==> config.mk <==
export PLATFORM = sky130hd
export DESIGN_NAME = fcu_unlock_ctrl
export DESIGN_NICKNAME = d
export VERILOG_FILES = /design/src/rtl/fcu_pkg.sv /design/src/rtl/fcu_seq.sv /design/src/rtl/fcu_decode.sv /design/src/rtl/fcu_exec.sv /design/src/rtl/fcu_regs.sv /design/src/rtl/fcu_unlock_ctrl.sv
export SDC_FILE = /design/constraint.sdc
export NUM_CORES = 1
export LEC_CHECK = 0
export BUFFER_PORTS_ARGS = -buffer_cell sky130_fd_sc_hd__buf_4
export CELL_PAD_IN_SITES_DETAIL_PLACEMENT = 1
export CELL_PAD_IN_SITES_GLOBAL_PLACEMENT = 1
export CORE_MARGIN = 4
export CORE_UTILIZATION = 44
export CTS_CLUSTER_SIZE = 12
export DETAILED_ROUTE_END_ITERATION = 8
export HOLD_SLACK_MARGIN = 0.06
export PLACE_DENSITY = 0.86
export SYNTH_ARGS = -nofsm -noshare
export SYNTH_HDL_FRONTEND = slang
export SYNTH_SLANG_ARGS = --single-unit
==> constraint.sdc <==
create_clock -name clk -period 3.3 [get_ports clk]
set_input_delay 0.33 -clock clk [delete_from_list [all_inputs] [get_ports clk]]
set_output_delay 0.33 -clock clk [all_outputs]
set_load 0.1 [all_outputs]
==> src/rtl/fcu_pkg.sv <==
package fcu_pkg;
  localparam int REG_AW = 3;

  localparam logic [REG_AW-1:0] OFS_CFG  = 3'd0;
  localparam logic [REG_AW-1:0] OFS_CMD  = 3'd1;
  localparam logic [REG_AW-1:0] OFS_MBOX = 3'd2;
  localparam logic [REG_AW-1:0] OFS_ADL  = 3'd3;
  localparam logic [REG_AW-1:0] OFS_ADH  = 3'd4;
  localparam logic [REG_AW-1:0] OFS_KEY1 = 3'd5;
  localparam logic [REG_AW-1:0] OFS_KEY2 = 3'd6;

  localparam int CFG_EN_BIT   = 6;
  localparam int CFG_DONE_BIT = 7;

  localparam logic [7:0] OP_READ     = 8'h0C;
  localparam logic [7:0] OP_PROG     = 8'h0E;
  localparam logic [7:0] OP_SECT     = 8'h0B;
  localparam logic [7:0] OP_OPTION   = 8'h08;
  localparam logic [7:0] OPTION_PAGE = 8'hE0;

  typedef enum logic [1:0] {
    ST_IDLE  = 2'd0,
    ST_MBOX  = 2'd1,
    ST_KEY1  = 2'd2,
    ST_ARMED = 2'd3
  } unlock_step_t;
endpackage

==> src/rtl/fcu_seq.sv <==
module fcu_seq
  import fcu_pkg::*;
#(
  parameter int          BYTE_W     = 8,
  parameter logic [7:0]  KEY_MBOX   = 8'h55,
  parameter logic [7:0]  KEY_FIRST  = 8'hA2,
  parameter logic [7:0]  KEY_SECOND = 8'hDF
) (
  input  logic              clk,
  input  logic              rst,
  input  logic              wr_ok,
  input  logic [REG_AW-1:0] addr,
  input  logic [BYTE_W-1:0] wdata,
  output logic              armed
);
  unlock_step_t step_q, step_d;

  always_comb begin
    step_d = step_q;
    if (wr_ok) begin
      step_d = ST_IDLE;
      unique case (addr)
        OFS_MBOX: if (wdata == KEY_MBOX) step_d = ST_MBOX;
        OFS_KEY1: if (step_q == ST_MBOX && wdata == KEY_FIRST) step_d = ST_KEY1;
        OFS_KEY2: if (step_q == ST_KEY1 && wdata == KEY_SECOND) step_d = ST_ARMED;
        default:  step_d = ST_IDLE;
      endcase
    end
  end

  always_ff @(posedge clk) begin
    if (rst) step_q <= ST_IDLE;
    else     step_q <= step_d;
  end

  assign armed = (step_q == ST_ARMED);
endmodule

==> src/rtl/fcu_decode.sv <==
module fcu_decode
  import fcu_pkg::*;
#(
  parameter int BYTE_W     = 8,
  parameter bit HAS_OPTION = 1'b1
) (
  input  logic [BYTE_W-1:0] op,
  input  logic [BYTE_W-1:0] adh,
  output logic              ok
);
  logic base_ok;
  logic opt_ok;

  assign base_ok = (op == OP_READ) || (op == OP_PROG) || (op == OP_SECT);

  generate
    if (HAS_OPTION) begin : g_opt
      assign opt_ok = (op == OP_OPTION) && (adh == OPTION_PAGE);
    end else begin : g_noopt
      assign opt_ok = 1'b0;
    end
  endgenerate

  assign ok = base_ok || opt_ok;
endmodule

==> src/rtl/fcu_exec.sv <==
module fcu_exec
  import fcu_pkg::*;
#(
  parameter int BYTE_W = 8,
  localparam int FL_AW = 2 * BYTE_W
) (
  input  logic              clk,
  input  logic              rst,
  input  logic              cmd_wr,
  input  logic [BYTE_W-1:0] cmd_code,
  input  logic              armed,
  input  logic              en,
  input  logic              code_ok,
  input  logic [BYTE_W-1:0] adl,
  input  logic [BYTE_W-1:0] adh,
  input  logic [BYTE_W-1:0] mbox,
  input  logic              fl_done,
  input  logic              fl_locked,
  output logic              busy,
  output logic              status,
  output logic              start,
  output logic [BYTE_W-1:0] op,
  output logic [FL_AW-1:0]  faddr,
  output logic [BYTE_W-1:0] fwdata,
  output logic              mbox_ld
);
  logic finish;
  logic launch;

  assign finish  = busy && fl_done && !start;
  assign launch  = cmd_wr && !busy && armed && en && code_ok;
  assign mbox_ld = finish && (op == OP_READ) && !fl_locked;

  always_ff @(posedge clk) begin
    if (rst) begin
      busy   <= 1'b0;
      status <= 1'b0;
      start  <= 1'b0;
      op     <= '0;
      faddr  <= '0;
      fwdata <= '0;
    end else begin
      start <= 1'b0;
      if (finish) begin
        busy   <= 1'b0;
        status <= 1'b1;
      end else if (launch) begin
        busy   <= 1'b1;
        start  <= 1'b1;
        status <= 1'b0;
        op     <= cmd_code;
        faddr  <= {adh, adl};
        fwdata <= mbox;
      end else if (cmd_wr && !busy) begin
        status <= 1'b0;
      end
    end
  end
endmodule

==> src/rtl/fcu_regs.sv <==
module fcu_regs
  import fcu_pkg::*;
#(
  parameter int BYTE_W = 8
) (
  input  logic              clk,
  input  logic              rst,
  input  logic              wr_ok,
  input  logic [REG_AW-1:0] addr,
  input  logic [BYTE_W-1:0] wdata,
  input  logic              mbox_ld,
  input  logic [BYTE_W-1:0] ld_data,
  input  logic              status,
  output logic              en,
  output logic [BYTE_W-1:0] cmd_q,
  output logic [BYTE_W-1:0] mbox_q,
  output logic [BYTE_W-1:0] adl_q,
  output logic [BYTE_W-1:0] adh_q,
  output logic [BYTE_W-1:0] rdata
);
  always_ff @(posedge clk) begin
    if (rst) begin
      en     <= 1'b0;
      cmd_q  <= '0;
      mbox_q <= '0;
      adl_q  <= '0;
      adh_q  <= '0;
    end else begin
      if (mbox_ld) mbox_q <= ld_data;
      if (wr_ok) begin
        unique case (addr)
          OFS_CFG:  en     <= wdata[CFG_EN_BIT];
          OFS_CMD:  cmd_q  <= wdata;
          OFS_MBOX: mbox_q <= wdata;
          OFS_ADL:  adl_q  <= wdata;
          OFS_ADH:  adh_q  <= wdata;
          default:  ;
        endcase
      end
    end
  end

  always_comb begin
    rdata = '0;
    unique case (addr)
      OFS_CFG: begin
        rdata[CFG_DONE_BIT] = status;
        rdata[CFG_EN_BIT]   = en;
      end
      OFS_CMD:  rdata = cmd_q;
      OFS_MBOX: rdata = mbox_q;
      OFS_ADL:  rdata = adl_q;
      OFS_ADH:  rdata = adh_q;
      default:  rdata = '0;
    endcase
  end
endmodule

==> src/rtl/fcu_unlock_ctrl.sv <==
module fcu_unlock_ctrl
  import fcu_pkg::*;
#(
  parameter int         BYTE_W     = 8,
  parameter logic [7:0] KEY_MBOX   = 8'h55,
  parameter logic [7:0] KEY_FIRST  = 8'hA2,
  parameter logic [7:0] KEY_SECOND = 8'hDF,
  parameter bit         HAS_OPTION = 1'b1,
  localparam int        FL_AW      = 2 * BYTE_W
) (
  input  logic              clk,
  input  logic              rst,
  input  logic              bus_wr,
  input  logic [REG_AW-1:0] bus_addr,
  input  logic [BYTE_W-1:0] bus_wdata,
  output logic [BYTE_W-1:0] bus_rdata,
  output logic              cpu_hold,
  output logic              fl_start,
  output logic [BYTE_W-1:0] fl_op,
  output logic [FL_AW-1:0]  fl_addr,
  output logic [BYTE_W-1:0] fl_wdata,
  input  logic              fl_done,
  input  logic [BYTE_W-1:0] fl_rdata,
  input  logic              fl_locked
);
  logic              busy_w;
  logic              wr_ok_w;
  logic              cmd_wr_w;
  logic              armed_w;
  logic              en_w;
  logic              code_ok_w;
  logic              status_w;
  logic              mbox_ld_w;
  logic [BYTE_W-1:0] cmd_w;
  logic [BYTE_W-1:0] mbox_w;
  logic [BYTE_W-1:0] adl_w;
  logic [BYTE_W-1:0] adh_w;

  assign wr_ok_w  = bus_wr && !busy_w;
  assign cmd_wr_w = wr_ok_w && (bus_addr == OFS_CMD);
  assign cpu_hold = busy_w;

  fcu_seq #(
    .BYTE_W(BYTE_W), .KEY_MBOX(KEY_MBOX),
    .KEY_FIRST(KEY_FIRST), .KEY_SECOND(KEY_SECOND)
  ) u_seq (
    .clk(clk), .rst(rst), .wr_ok(wr_ok_w), .addr(bus_addr),
    .wdata(bus_wdata), .armed(armed_w)
  );

  fcu_decode #(.BYTE_W(BYTE_W), .HAS_OPTION(HAS_OPTION)) u_dec (
    .op(bus_wdata), .adh(adh_w), .ok(code_ok_w)
  );

  fcu_regs #(.BYTE_W(BYTE_W)) u_regs (
    .clk(clk), .rst(rst), .wr_ok(wr_ok_w), .addr(bus_addr),
    .wdata(bus_wdata), .mbox_ld(mbox_ld_w), .ld_data(fl_rdata),
    .status(status_w), .en(en_w), .cmd_q(cmd_w), .mbox_q(mbox_w),
    .adl_q(adl_w), .adh_q(adh_w), .rdata(bus_rdata)
  );

  fcu_exec #(.BYTE_W(BYTE_W)) u_exec (
    .clk(clk), .rst(rst), .cmd_wr(cmd_wr_w), .cmd_code(bus_wdata),
    .armed(armed_w), .en(en_w), .code_ok(code_ok_w),
    .adl(adl_w), .adh(adh_w), .mbox(mbox_w),
    .fl_done(fl_done), .fl_locked(fl_locked),
    .busy(busy_w), .status(status_w), .start(fl_start),
    .op(fl_op), .faddr(fl_addr), .fwdata(fl_wdata), .mbox_ld(mbox_ld_w)
  );

  logic unused_cmd;
  assign unused_cmd = ^cmd_w;
endmodule

Yosys cells after proc, flatten, opt, wreduce, memory -nomap -nowiden
Index checks and enable logic that the tools add are counted.

word-level totals
  logic and storage cells = 71
  output and inout bits = 42
  register bits = 70
  bits of input ports = 24

cells by class
  equal/unequal tests = 18
  multiplexer cells = 13
  bitwise gates (word level) = 1
  reduce and logical (&&, ||, !) cells = 27

operators with widths
  kind                                                  count
  equality test 8 x 4 -> 1 bit (second input constant)  5
  equality test 8 bit (second input constant)           3
  two-way mux 8 bit                                     3
  one-hot mux 6 bit (4 select lines)                    1
  logical AND 1 bit                                     13
  one-hot mux 2 bit (5 select lines)                    1
  AND reduction 2 bit                                   5
  equality test 3 bit (second input constant)           3
  equality test 8 x 7 -> 1 bit (second input constant)  1
  equality test 3 x 2 -> 1 bit (second input constant)  2
  one-hot mux 2 bit (3 select lines)                    1
  two-way mux 1 bit                                     5
  equality test 2 bit (second input constant)           2
  two-way mux 2 bit                                     2
  equality test 3 x 1 -> 1 bit (second input constant)  1
  zero test 1 bit                                       3
  zero test 3 bit                                       1
  logical OR 1 bit                                      3
  nonzero test 3 bit                                    1
  equality test 2 x 1 -> 1 bit (second input constant)  1
  OR reduction 2 bit                                    1
  inverter 1 bit                                        1

Depth between registers and ports, before layout
Gate-level depths: netlist of run 1.

  depth after elaboration = 9
  depth in mapped cells = 7
  mapped depth without buffers = 4

Modules after synthesis
Synthesis of run 1 repeated with hierarchy kept, for this count alone.

unflattened totals
  cells, all modules = 359
  area, all modules = 3515.9 µm²

modules (own cells, without submodules)
  module           cells each  sequential area each (µm²)  instances  area each (µm²)
  fcu_regs         170         660.6                       1          1646.6
  fcu_exec         155         700.7                       1          1611.5
  fcu_seq          23          40.0                        1          170.2
  fcu_decode       8           0.0                         1          63.8
  fcu_unlock_ctrl  3           0.0                         1          23.8

Worst setup path after synthesis of run 1
No wires, ideal clock.

  path kind = input -> output
  start = input bus_addr[1]
  end = output bus_rdata[0]
  required time = 2.970 ns
  path buffers = 2
  path slack = 0.295 ns
  arrival time = 2.675 ns
  cell stages on the path = 5
  cell sequence = clkbuf_1 clkbuf_1 nor2b_1 a22oi_1 o22ai_1

between the ends
  cells in the longest elaborated chain, start to end = 2
  elaborated cells on any way between the ends = 5
  those cells by class = eq/ne: 4; mux: 1

ends and longest elaborated chain
  element                                      RTL line               source
  start, declared                              fcu_unlock_ctrl.sv:14  input logic [REG_AW-1:0] bus_addr,
  equality test 3 bit (tied with other cells)  fcu_regs.sv:45         unique case (addr)
  one-hot mux 6 bit (4 select lines) *         fcu_regs.sv:45
  end, declared                                fcu_unlock_ctrl.sv:16  output logic [BYTE_W-1:0] bus_rdata,

Mark *: on every way between the ends. The rest lies on a longest branch, timed or not.

Worst setup path in the final report of run 1
  start = register u_exec.busy
  end = register u_exec.faddr[8]

between the ends
  cells in the longest elaborated chain, start to end = 8
  elaborated cells on any way between the ends = 11
  those cells by class = bitwise: 1; reduce/logical: 10

ends and longest elaborated chain
  element                          RTL line                               source
  start, declared                  fcu_exec.sv:19                         output logic busy,
  start signal, assigned           fcu_exec.sv:36                         busy <= 1'b0;
  start signal, assigned           fcu_exec.sv:45                         busy <= 1'b0;
  start signal, assigned           fcu_exec.sv:48                         busy <= 1'b1;
  zero test 1 bit                  fcu_exec.sv:31, fcu_unlock_ctrl.sv:39
  logical AND 1 bit                fcu_unlock_ctrl.sv:39                  assign wr_ok_w = bus_wr && !busy_w;
  logical AND 1 bit                fcu_unlock_ctrl.sv:40                  assign cmd_wr_w = wr_ok_w && (bus_addr == OFS_CMD);
  logical AND 1 bit (4 in a row)   fcu_exec.sv:31                         assign launch = cmd_wr && !busy && armed && en && code_ok;
  AND reduction 2 bit (no line) *  n/a
  end signal, assigned             fcu_exec.sv:52                         faddr <= {adh, adl};
  end, declared                    fcu_exec.sv:23                         output logic [FL_AW-1:0] faddr,

Marks and branches as above.
A chain may end at the register's enable or synchronous reset.

==> impl_metrics.ini, run 1 <==
[status]
status = completed

[critical_path]
cp_num_cells = 5
crit_family = simple AND/OR/NAND/NOR gates
cp-end-kind = flop
arrival_ns = 2.45
cp_slowest_cell = or3_1
cp.required_ns = 3.57
cp-endpoint = u_exec.faddr[8]
worstRegToRegCells = 5
crit_buf_inv = 1
critical_path.startpoint_type = flop
r2r_slack_ns = 1.11
reg2reg_to = u_exec.faddr[8]
cp_max_fo = 16
r2r-start = u_exec.busy
critPathKind = reg -> reg
crit_path_max_incr_delay_ns = 0.64
path_cells = nand2b_1 -> or3_1 -> a211oi_4 -> buf_4 -> mux2i_1
crit_path_start = u_exec.busy

[detailed_routing]
via_per_inst = 5.55
vias = 2733
drt-met1-wl_um = 3910
ant_nets = 0
drc = 0
dr.max_layer_used = met4
wl_met2_um = 4450
avgRoutedWirePerCell_um = 18.5
drtPass1Iterations = 4
routed_wirelength_um = 9090
dr_wl_met3_um = 513
dr.first_iter.drc_count = 143

[sta]
slew_headroom = 0.564
tns_ns = 0
clock_skew_ns = 0.00801
finalHoldViolCount = 0
min_period_over_period = 0.663
worst_pin_slew_ns = 0.654
whs_ns = 0.283
rsz0062_at_grt = false
drv_slew = 0
timing.final.crit_period_ns = 2.19
max_freq_mhz = 457
fin_ws_ns = 1.11
setup_viol = 0

[layout]
stdcell_area_um2 = 3870
layout_common_cells = dfxtp_1, buf_4, mux2i_1, nand2_1, nor2_1
fill_cells = 805
regArea_um2 = 1400
multi_input_area_um2 = 1590
syn_to_final_growth_pct = 23.5
layout_commonest_cell = dfxtp_1
antennaDiodeCount = 0
final_layout_size_suffix_gt1_frac = 0.227
nets = 415

[place]
placed_area_um2 = 3630
post-place-ws_ns = 0.991
gp_congestion = 0.875
hpwl_um = 6340
io_buffers = 65

[die]
core_area_um2 = 6870
initial_utilization = 0.457
std_cell_rows = 30
pin_count = 66
die_h_um = 92.4
die_area_um2 = 8540
die_w_um = 92.4

[pwr]
leakagePower_nw = 1.68
pwr-share-seq = 0.468
p_int_mw = 1.42
swShare = 0.230
p_per_area_nw_per_um2 = 476
pwr-share-comb = 0.072
p_clk_frac = 0.460
ir_worst_vdd_v = 0.000188
p_switching_mw = 0.424

[clock_tree]
clkTransAtPathRegs_ns = 0.07
clock_latency_ns = 0.35
cts_root_buf = clkbuf_8
cts.path.max_buffers = 2
post_cts.repair.setup_buffers = 0
cts_tree = done
postCtsHoldBufs = 0
cts_sinks = 70
cts_made_buffers = 9
h-tree-depth = 3
post_cts_resized = 0

[synthesis]
syn-cell-area_um2 = 3140
avgSynthCellArea_um2 = 9.23
yosysWarningCount = 0
synthDistinctLibCells = 40
synth_fp_nets = 364
yosys_register_bits = 70
syn_inst = 340
yosysSeqAreaShare = 0.447

[worst_hold_path]
hold_class = in -> reg

[global_route]
grt_usage = 0.216
overflow = 0
grt_pass1_wl_um = 14500
grt_pass1_vias = 2812
grt_antenna_before_repair = 0
grt_max_degree = 60

[flow_run]
maxCapViolCount = 0
-- sequential cells by signal, summed over array words and instances, names as in the netlist --
| name | flops |
|---|---|
| u_exec.fwdata | 8 |
| u_regs.adh_q | 8 |
| u_exec.start | 1 |
| u_exec.status | 1 |
| u_regs.en | 1 |
| u_exec.busy | 1 |
| u_exec.op | 8 |
| u_regs.adl_q | 8 |
| u_exec.faddr | 16 |
| u_seq.step_q | 2 |
| u_regs.cmd_q | 8 |
| u_regs.mbox_q | 8 |
-- synthesized netlist by cell type --
cell / number / area share
o211ai_1: 1 / 0.0024
nor4_1: 4 / 0.0080
a22oi_1: 9 / 0.022
nor2b_1: 5 / 0.010
nor4b_1: 1 / 0.0028
buf_12: 2 / 0.013
o22ai_1: 8 / 0.016
o32ai_1: 1 / 0.0028
mux2i_1: 67 / 0.21
nor3_1: 2 / 0.0032
a211o_2: 1 / 0.0032
nand4_1: 4 / 0.0080
or3_1: 3 / 0.0060
or3b_2: 1 / 0.0028
buf_1: 2 / 0.0024
clkinv_1: 1 / 0.0012
nand3b_1: 1 / 0.0024
nand4bb_1: 1 / 0.0036
nand2b_1: 4 / 0.0080
a211oi_2: 1 / 0.0040
o21a_1: 1 / 0.0024
dfxtp_1: 70 / 0.45
inv_1: 1 / 0.0012
clkbuf_1: 22 / 0.026
a31oi_1: 1 / 0.0020
or4_1: 1 / 0.0024
mux2_2: 2 / 0.0072
and3_1: 4 / 0.0080
or3b_1: 1 / 0.0028
and3b_1: 2 / 0.0056
nor2_1: 39 / 0.047
a21oi_1: 4 / 0.0064
o21ai_0: 1 / 0.0016
nand4b_1: 2 / 0.0056
a211oi_1: 8 / 0.019
nand2_1: 58 / 0.069
or4_4: 1 / 0.0036
a32o_1: 1 / 0.0032
buf_2: 1 / 0.0016
buf_6: 1 / 0.0036
-- layer usage --
| metal | vias up | global-route usage |
|---|---|---|
| li1 | 1283 | - |
| met1 | 1352 | 0.272 |
| met2 | 80 | 0.362 |
| met3 | 18 | 0.0455 |
| met4 | 0 | 0.0829 |
| met5 | - | 0 |
-- layout make-up --
class	count	share of cell area
inverter	2	0.00194
tap	96	0.0310
timing repair buffer	68	0.132
clock inverter	6	0.0281
clock buffer	10	0.0355
sequential	70	0.362
multi-input combinational	240	0.410
-- cell families after synthesis --
group,share of synthesized area
multiplexers,0.221
buffers and inverters,0.0491
flip-flops,0.447
AND/OR/NAND/NOR,0.199
AO/OA/AOI/OAI,0.0846
-- metrics by stage --
step / cells / util / power, mW
floorplan: 340 / - / 0.963
global placement: 476 / 0.528 / 1.01
detailed placement: 476 / 0.528 / 1.01
CTS: 492 / 0.564 / 1.86
global route: 492 / 0.564 / 1.90
finish: 492 / 0.564 / 1.85
-- power by group through the flow --
stage	sequential (mW)	combinational [mW]	clock [mW]
global placement	0.883	0.126	0
global route	0.865	0.142	0.893
CTS	0.864	0.131	0.863
floorplan	0.879	0.0843	0
detailed placement	0.884	0.130	0
finish	0.864	0.132	0.848
-- how the worst min path moves through the flow --
stage	startpoint	slack (ns)	to	depth (start not counted)
detailed placement	u_exec.faddr[1]	0.45	u_exec.faddr[1]	2
finish	bus_wdata[4]	0.28	u_regs.adh_q[4]	3
floorplan	u_seq.step_q[0]	0.44	u_seq.step_q[0]	2
CTS	bus_wdata[4]	0.28	u_regs.adh_q[4]	3
global placement	u_exec.faddr[5]	0.44	u_exec.faddr[5]	2
global route	bus_wdata[4]	0.30	u_regs.cmd_q[4]	3
-- tightest hold or removal path, delay by kind of cell --
family | cells | cell delay [ns]
buf+inv | 1 | 0.12
mux | 1 | 0.07
simple gates | 1 | 0.08
No activity file was read; power rests on OpenSTA's default activity.
==> inputs of run 2 (changes only) <==
--- a/config.mk
+++ b/config.mk
@@ -5,15 +5,16 @@
 export SDC_FILE = /design/constraint.sdc
 export NUM_CORES = 1
 export LEC_CHECK = 0
+export ABC_AREA = 1
 export BUFFER_PORTS_ARGS = -buffer_cell sky130_fd_sc_hd__buf_4
 export CELL_PAD_IN_SITES_DETAIL_PLACEMENT = 1
 export CELL_PAD_IN_SITES_GLOBAL_PLACEMENT = 1
 export CORE_MARGIN = 4
-export CORE_UTILIZATION = 44
+export CORE_UTILIZATION = 38
 export CTS_CLUSTER_SIZE = 12
 export DETAILED_ROUTE_END_ITERATION = 8
 export HOLD_SLACK_MARGIN = 0.06
-export PLACE_DENSITY = 0.86
+export PLACE_DENSITY = 0.8
 export SYNTH_ARGS = -nofsm -noshare
 export SYNTH_HDL_FRONTEND = slang
 export SYNTH_SLANG_ARGS = --single-unit
==> constraint.sdc (replaced) <==
create_clock -name clk -period 2.3 [get_ports clk]
set_input_delay 0.23 -clock clk [delete_from_list [all_inputs] [get_ports clk]]
set_output_delay 0.23 -clock clk [all_outputs]
set_load 0.1 [all_outputs]
==> run 2 against run 1 <==
Highest routed layer unchanged. Utilization decreased by 7.8 points. First-iteration DRC count increased by 7.0%. Critical endpoint is now bus_rdata[6]. Total power increased by 37%.
==> impl_metrics.ini, run 2 <==
[status]
status = completed

[die]
die_h_um = 101
die_w_um = 101
initial_utilization = 0.396
die_area_um2 = 10200
core_area_um2 = 8300
std_cell_rows = 33
pin_count = 66

[synthesis]
yosysWarningCount = 0
synth.largest_area_cell = dfxtp_1
yosys-top-cells-count = nand2_1, dfxtp_1, nand3_1
synth_ff_type = dfxtp_1
syn_inst = 479
synth_fp_nets = 503
netlist_top_cells_area = dfxtp_1, nand2_1, nand3_1
synth_edf_count = 0
synthDistinctLibCells = 25
async_reset_ff_frac = 0
synth.most_common_cell = nand2_1
avgSynthCellArea_um2 = 6.86
syn-cell-area_um2 = 3290
yosysSeqAreaShare = 0.426
synth.top_cell.area_share = 0.426
yosys_register_bits = 70

[clock_tree]
clock_latency_ns = 0.35
cts_sinks = 70
post_cts.repair.setup_buffers = 0
post_cts_resized = 0
cts_made_buffers = 9
clkTransAtPathRegs_ns = 0.08
cts_root_buf = clkbuf_8
postCtsHoldBufs = 0
cts_tree = done
cts.path.max_buffers = 2
h-tree-depth = 3

[sta]
drv_slew = 0
worst_pin_slew_ns = 0.587
whs_ns = 0.0907
fin_ws_ns = 0.398
max_freq_mhz = 526
slew_headroom = 0.607
min_period_over_period = 0.827
rsz0062_at_grt = false
clock_skew_ns = 0.00793
finalHoldViolCount = 0
timing.final.crit_period_ns = 1.90
setup_viol = 0

[place]
gp_congestion = 0.905
dp_cells = 632
post-place-ws_ns = 0.411
hpwl_um = 7520
io_buffers = 65

[layout]
largest_reg_flops = 16
antennaDiodeCount = 0
fin_cells = 648
syn_to_final_growth_pct = 22.6
top_register = u_exec.faddr
nets = 562
layout_commonest_cell = nand2_1
layout_common_cells = nand2_1, dfxtp_1, buf_4, nand3_1, inv_1
final_layout_size_suffix_gt1_frac = 0.177

[pwr]
power_mw = 2.52
leakagePower_nw = 1.85
p_per_area_nw_per_um2 = 625
ir_worst_vdd_v = 0.000237

[critical_path]
cp_common_cell = buf_4
arrival_ns = 1.67
critPathKind = in -> out
cp-end-kind = primary output
cp_slowest_cell = buf_4
path_cells = buf_4 -> nor2_1 -> nand2_1 -> o21ai_0 -> a21oi_1 -> nand3_1 -> buf_4
cp_max_fo = 8
critical_path.startpoint_type = input port
crit_path_max_incr_delay_ns = 0.30
cp.required_ns = 2.07

[global_route]
grt_pass1_wl_um = 16700
grt_max_degree = 61
overflow = 0
grt_pass1_vias = 3293
grt_usage = 0.209
grt_antenna_before_repair = 0

[detailed_routing]
avgRoutedWirePerCell_um = 15.8
vias = 3332
via_per_inst = 5.14
ant_nets = 0
drc = 0
routed_wirelength_um = 10200
drtPass1Iterations = 4
dr.first_iter.drc_count = 153

[flow_run]
maxCapViolCount = 0

[worst_hold_path]
hold_class = in -> reg
==> run 2: changes by cell type in the layout (fill, tap and decap cells not counted), sizes merged, moves of 6 or more <==
cell / delta
a211oi: -9
a21oi: +55
a22oi: -9
inv: +62
mux2i: -67
nand2: +43
nand3: +62
nor2: +15
o2111ai: +6
o21ai: +34
o22ai: -7
==> run 2: per-stage QoR <==
stage | TNS [ns] | utilization | area (µm²)
floorplan | -0.711 | - | 3290
global placement | 0 | 0.462 | 3830
detailed placement | 0 | 0.462 | 3830
CTS | 0 | 0.486 | 4030
global route | 0 | 0.486 | 4030
finish | 0 | 0.486 | 4030
==> run 2: per-layer routing <==
metal / vias to the layer above / GRT usage / routed length (µm)
met3: 22 / 0.0346 / 461
li1: 1670 / - / -
met4: 0 / 0.0961 / 311
met2: 74 / 0.330 / 4660
met1: 1566 / 0.277 / 4780
met5: - / 0 / 0
==> run 2: where the power goes <==
part / switching [mW] / total [mW] / internal [mW]
logic: 0.167 / 0.243 / 0.0763
registers: 0.0148 / 1.25 / 1.23
clock network: 0.471 / 1.03 / 0.560
==> run 2: kinds of logic after synthesis <==
group | count (synthesis) | share of synthesized area
and+or+nand+nor | 222 | 0.296
AOI/OAI and AO/OA | 101 | 0.161
buffers and inverters | 86 | 0.116
DFF | 70 | 0.426
==> run 2: final cells by class <==
class	count	area, µm²
Multi-Input combinational cell	323	1500
Inverter	63	236
Tap cell	105	131
Timing Repair Buffer	71	558
Fill cell	1110	4270
Clock inverter	3	42.5
Sequential cell	70	1400
Clock buffer	13	159
==> run 2: worst max-delay path, delay by kind of cell <==
kind	cells	cell delay, ns
AOI/OAI and AO/OA	2	0.33
buffers and inverters	2	0.44
and+or+nand+nor	3	0.67
==> run 2: worst paths after layout <==
path / from / to / slack (ns) / depth (start not counted)
worst min register to register: u_regs.en / u_regs.en / 0.48 / 2
worst min-delay path: rst / u_exec.op[3] / 0.09 / 2
worst max-delay path: bus_addr[1] / bus_rdata[6] / 0.40 / 7
worst max register to register: u_exec.busy / u_exec.op[0] / 0.43 / 8
==> inputs of run 3 (changes only) <==
==> constraint.sdc (replaced) <==
create_clock -name clk -period 1.83 [get_ports clk]
set_input_delay 0.183 -clock clk [delete_from_list [all_inputs] [get_ports clk]]
set_output_delay 0.183 -clock clk [all_outputs]
set_load 0.1 [all_outputs]
==> run 3 against run 2 <==
Clock power up 21%. First-iteration DRC count up 22%. Flip-flop and latch count unchanged. Total power up 24%. Clock skew up 0.0033 ns. Worst setup slack worse by 0.25 ns. Cell count up 0.93%. Combinational power up 31%. Routed wire length up 2.0%. Highest routed layer unchanged.
==> impl_metrics.ini, run 3 (synthesis results as in run 2) <==
[layout]
fill_cells = 1125
layout_common_cells = nand2_1, buf_4, dfxtp_1, nand3_1, inv_1
top_register = u_exec.faddr
syn_to_final_growth_pct = 24.7
final_layout_size_suffix_gt1_frac = 0.197
regArea_um2 = 1410
fin_cells = 654
layout_commonest_cell = nand2_1
antennaDiodeCount = 0
multi_input_area_um2 = 1510
largest_reg_flops = 16
stdcell_area_um2 = 4100
nets = 568
fin_util = 0.494

[pwr]
leakagePower_nw = 1.89
p_per_area_nw_per_um2 = 764
ir_worst_vdd_v = 0.000362

[sta]
whs_ns = 0.178
clock_skew_ns = 0.0112
drv_slew = 0
rsz0062_at_grt = false
timing.final.crit_period_ns = 1.68
tns_ns = 0
setup_viol = 0
slew_headroom = 0.705
max_freq_mhz = 594
finalHoldViolCount = 0
min_period_over_period = 0.920
worst_pin_slew_ns = 0.442

[clock_tree]
cts_root_buf = clkbuf_8
clkTransAtPathRegs_ns = 0.07
post_cts.repair.setup_buffers = 0
cts.path.max_buffers = 2
cts_made_buffers = 9
h-tree-depth = 3
cts_tree = done
clock_latency_ns = 0.34
cts_sinks = 70

[detailed_routing]
dr.first_iter.drc_count = 187
avgRoutedWirePerCell_um = 15.9
via_per_inst = 5.20
drtPass1Iterations = 4
vias = 3404
drc = 0
ant_nets = 0
routed_wirelength_um = 10400

[critical_path]
cp_max_fo = 55
cp-end-kind = flop
path_cells = inv_1 -> nand2_1 -> inv_1 -> nand2_4 -> nor2_8 -> buf_12 -> nand2_2 -> nand3_1 -> inv_1
crit_family = simple AND/OR/NAND/NOR gates
cp_num_cells = 9
reg2reg_to = u_exec.op[7]
critical_path.startpoint_type = flop
cp.required_ns = 2.07
cp_slowest_cell = dfxtp_2
cp_common_cell = inv_1
crit_path_max_incr_delay_ns = 0.33
r2r_slack_ns = 0.15
crit_buf_inv = 4
r2r-start = u_exec.busy
worstRegToRegCells = 9
cp-endpoint = u_exec.op[7]
crit_path_start = u_exec.busy
arrival_ns = 1.92
critPathKind = reg -> reg

[global_route]
grt_pass1_wl_um = 17000
grt_antenna_before_repair = 0
overflow = 0
grt_usage = 0.211
grt_max_degree = 62
grt_pass1_vias = 3422

[worst_hold_path]
hold_start = fl_rdata[7]
hold_class = in -> reg

[die]
std_cell_rows = 33
die_h_um = 101
pin_count = 66
die_w_um = 101
core_area_um2 = 8300
die_area_um2 = 10200
initial_utilization = 0.396

[place]
placed_area_um2 = 3890
io_buffers = 65
hpwl_um = 7710
dp_cells = 637
gp_congestion = 0.934

[flow_run]
maxCapViolCount = 0

[status]
status = completed
==> run 3: final cells by class <==
cell class | count | share of cell area
clock buffer | 10 | 0.0336
clock inverter | 6 | 0.0149
inverter | 63 | 0.0577
multi-input combinational | 323 | 0.368
sequential | 70 | 0.343
tap | 105 | 0.0320
timing repair buffer | 77 | 0.151
==> run 3: worst min-delay path by stage <==
| stage | to | cells after the start |
|---|---|---|
| 3_3_place_gp | u_exec.op[3] | 2 |
| 2_1_floorplan | u_exec.op[3] | 1 |
| 4_1_cts | u_regs.mbox_q[7] | 5 |
| 5_1_grt | u_regs.mbox_q[7] | 5 |
| 6_report | u_regs.mbox_q[7] | 5 |
| 3_5_place_dp | u_exec.op[3] | 2 |
==> run 3: layer usage <==
layer | track usage | part of all wire
met5 | 0 | 0
met3 | 0.0526 | 0.075
met1 | 0.269 | 0.42
met4 | 0.0879 | 0.025
met2 | 0.340 | 0.48
==> run 3: worst reg2reg max path: stages (launching register included) <==
cell	delay, ns
dfxtp_2	0.33
inv_1	0.07
nand2_1	0.13
inv_1	0.26
nand2_4	0.12
nor2_8	0.12
buf_12	0.24
nand2_2	0.17
nand3_1	0.11
inv_1	0.04
==> run 3: timing repair <==
action	4_1_cts	5_1_grt
hold endpoints to repair	3	0
gates resized for setup	0	1
setup endpoints to repair	0	1
hold buffers	1	0
==> run 3: per-stage QoR <==
| step | power, mW | worst slack (ns) |
|---|---|---|
| floorplan | 1.78 | -0.495 |
| global placement | 1.90 | 0.115 |
| detailed placement | 1.91 | 0.0863 |
| CTS | 3.16 | 0.0759 |
| global route | 3.28 | 0.00422 |
| finish | 3.13 | 0.146 |
==> run 3: power by group <==
| group | switching [mW] | leakage (nW) | internal [mW] | total (mW) |
|---|---|---|---|---|
| Combinational | 0.216 | 1.22 | 0.103 | 0.319 |
| Clock | 0.589 | 0.102 | 0.662 | 1.25 |
| Sequential | 0.0180 | 0.569 | 1.55 | 1.57 |
| Total | 0.822 | 1.89 | 2.31 | 3.13 |
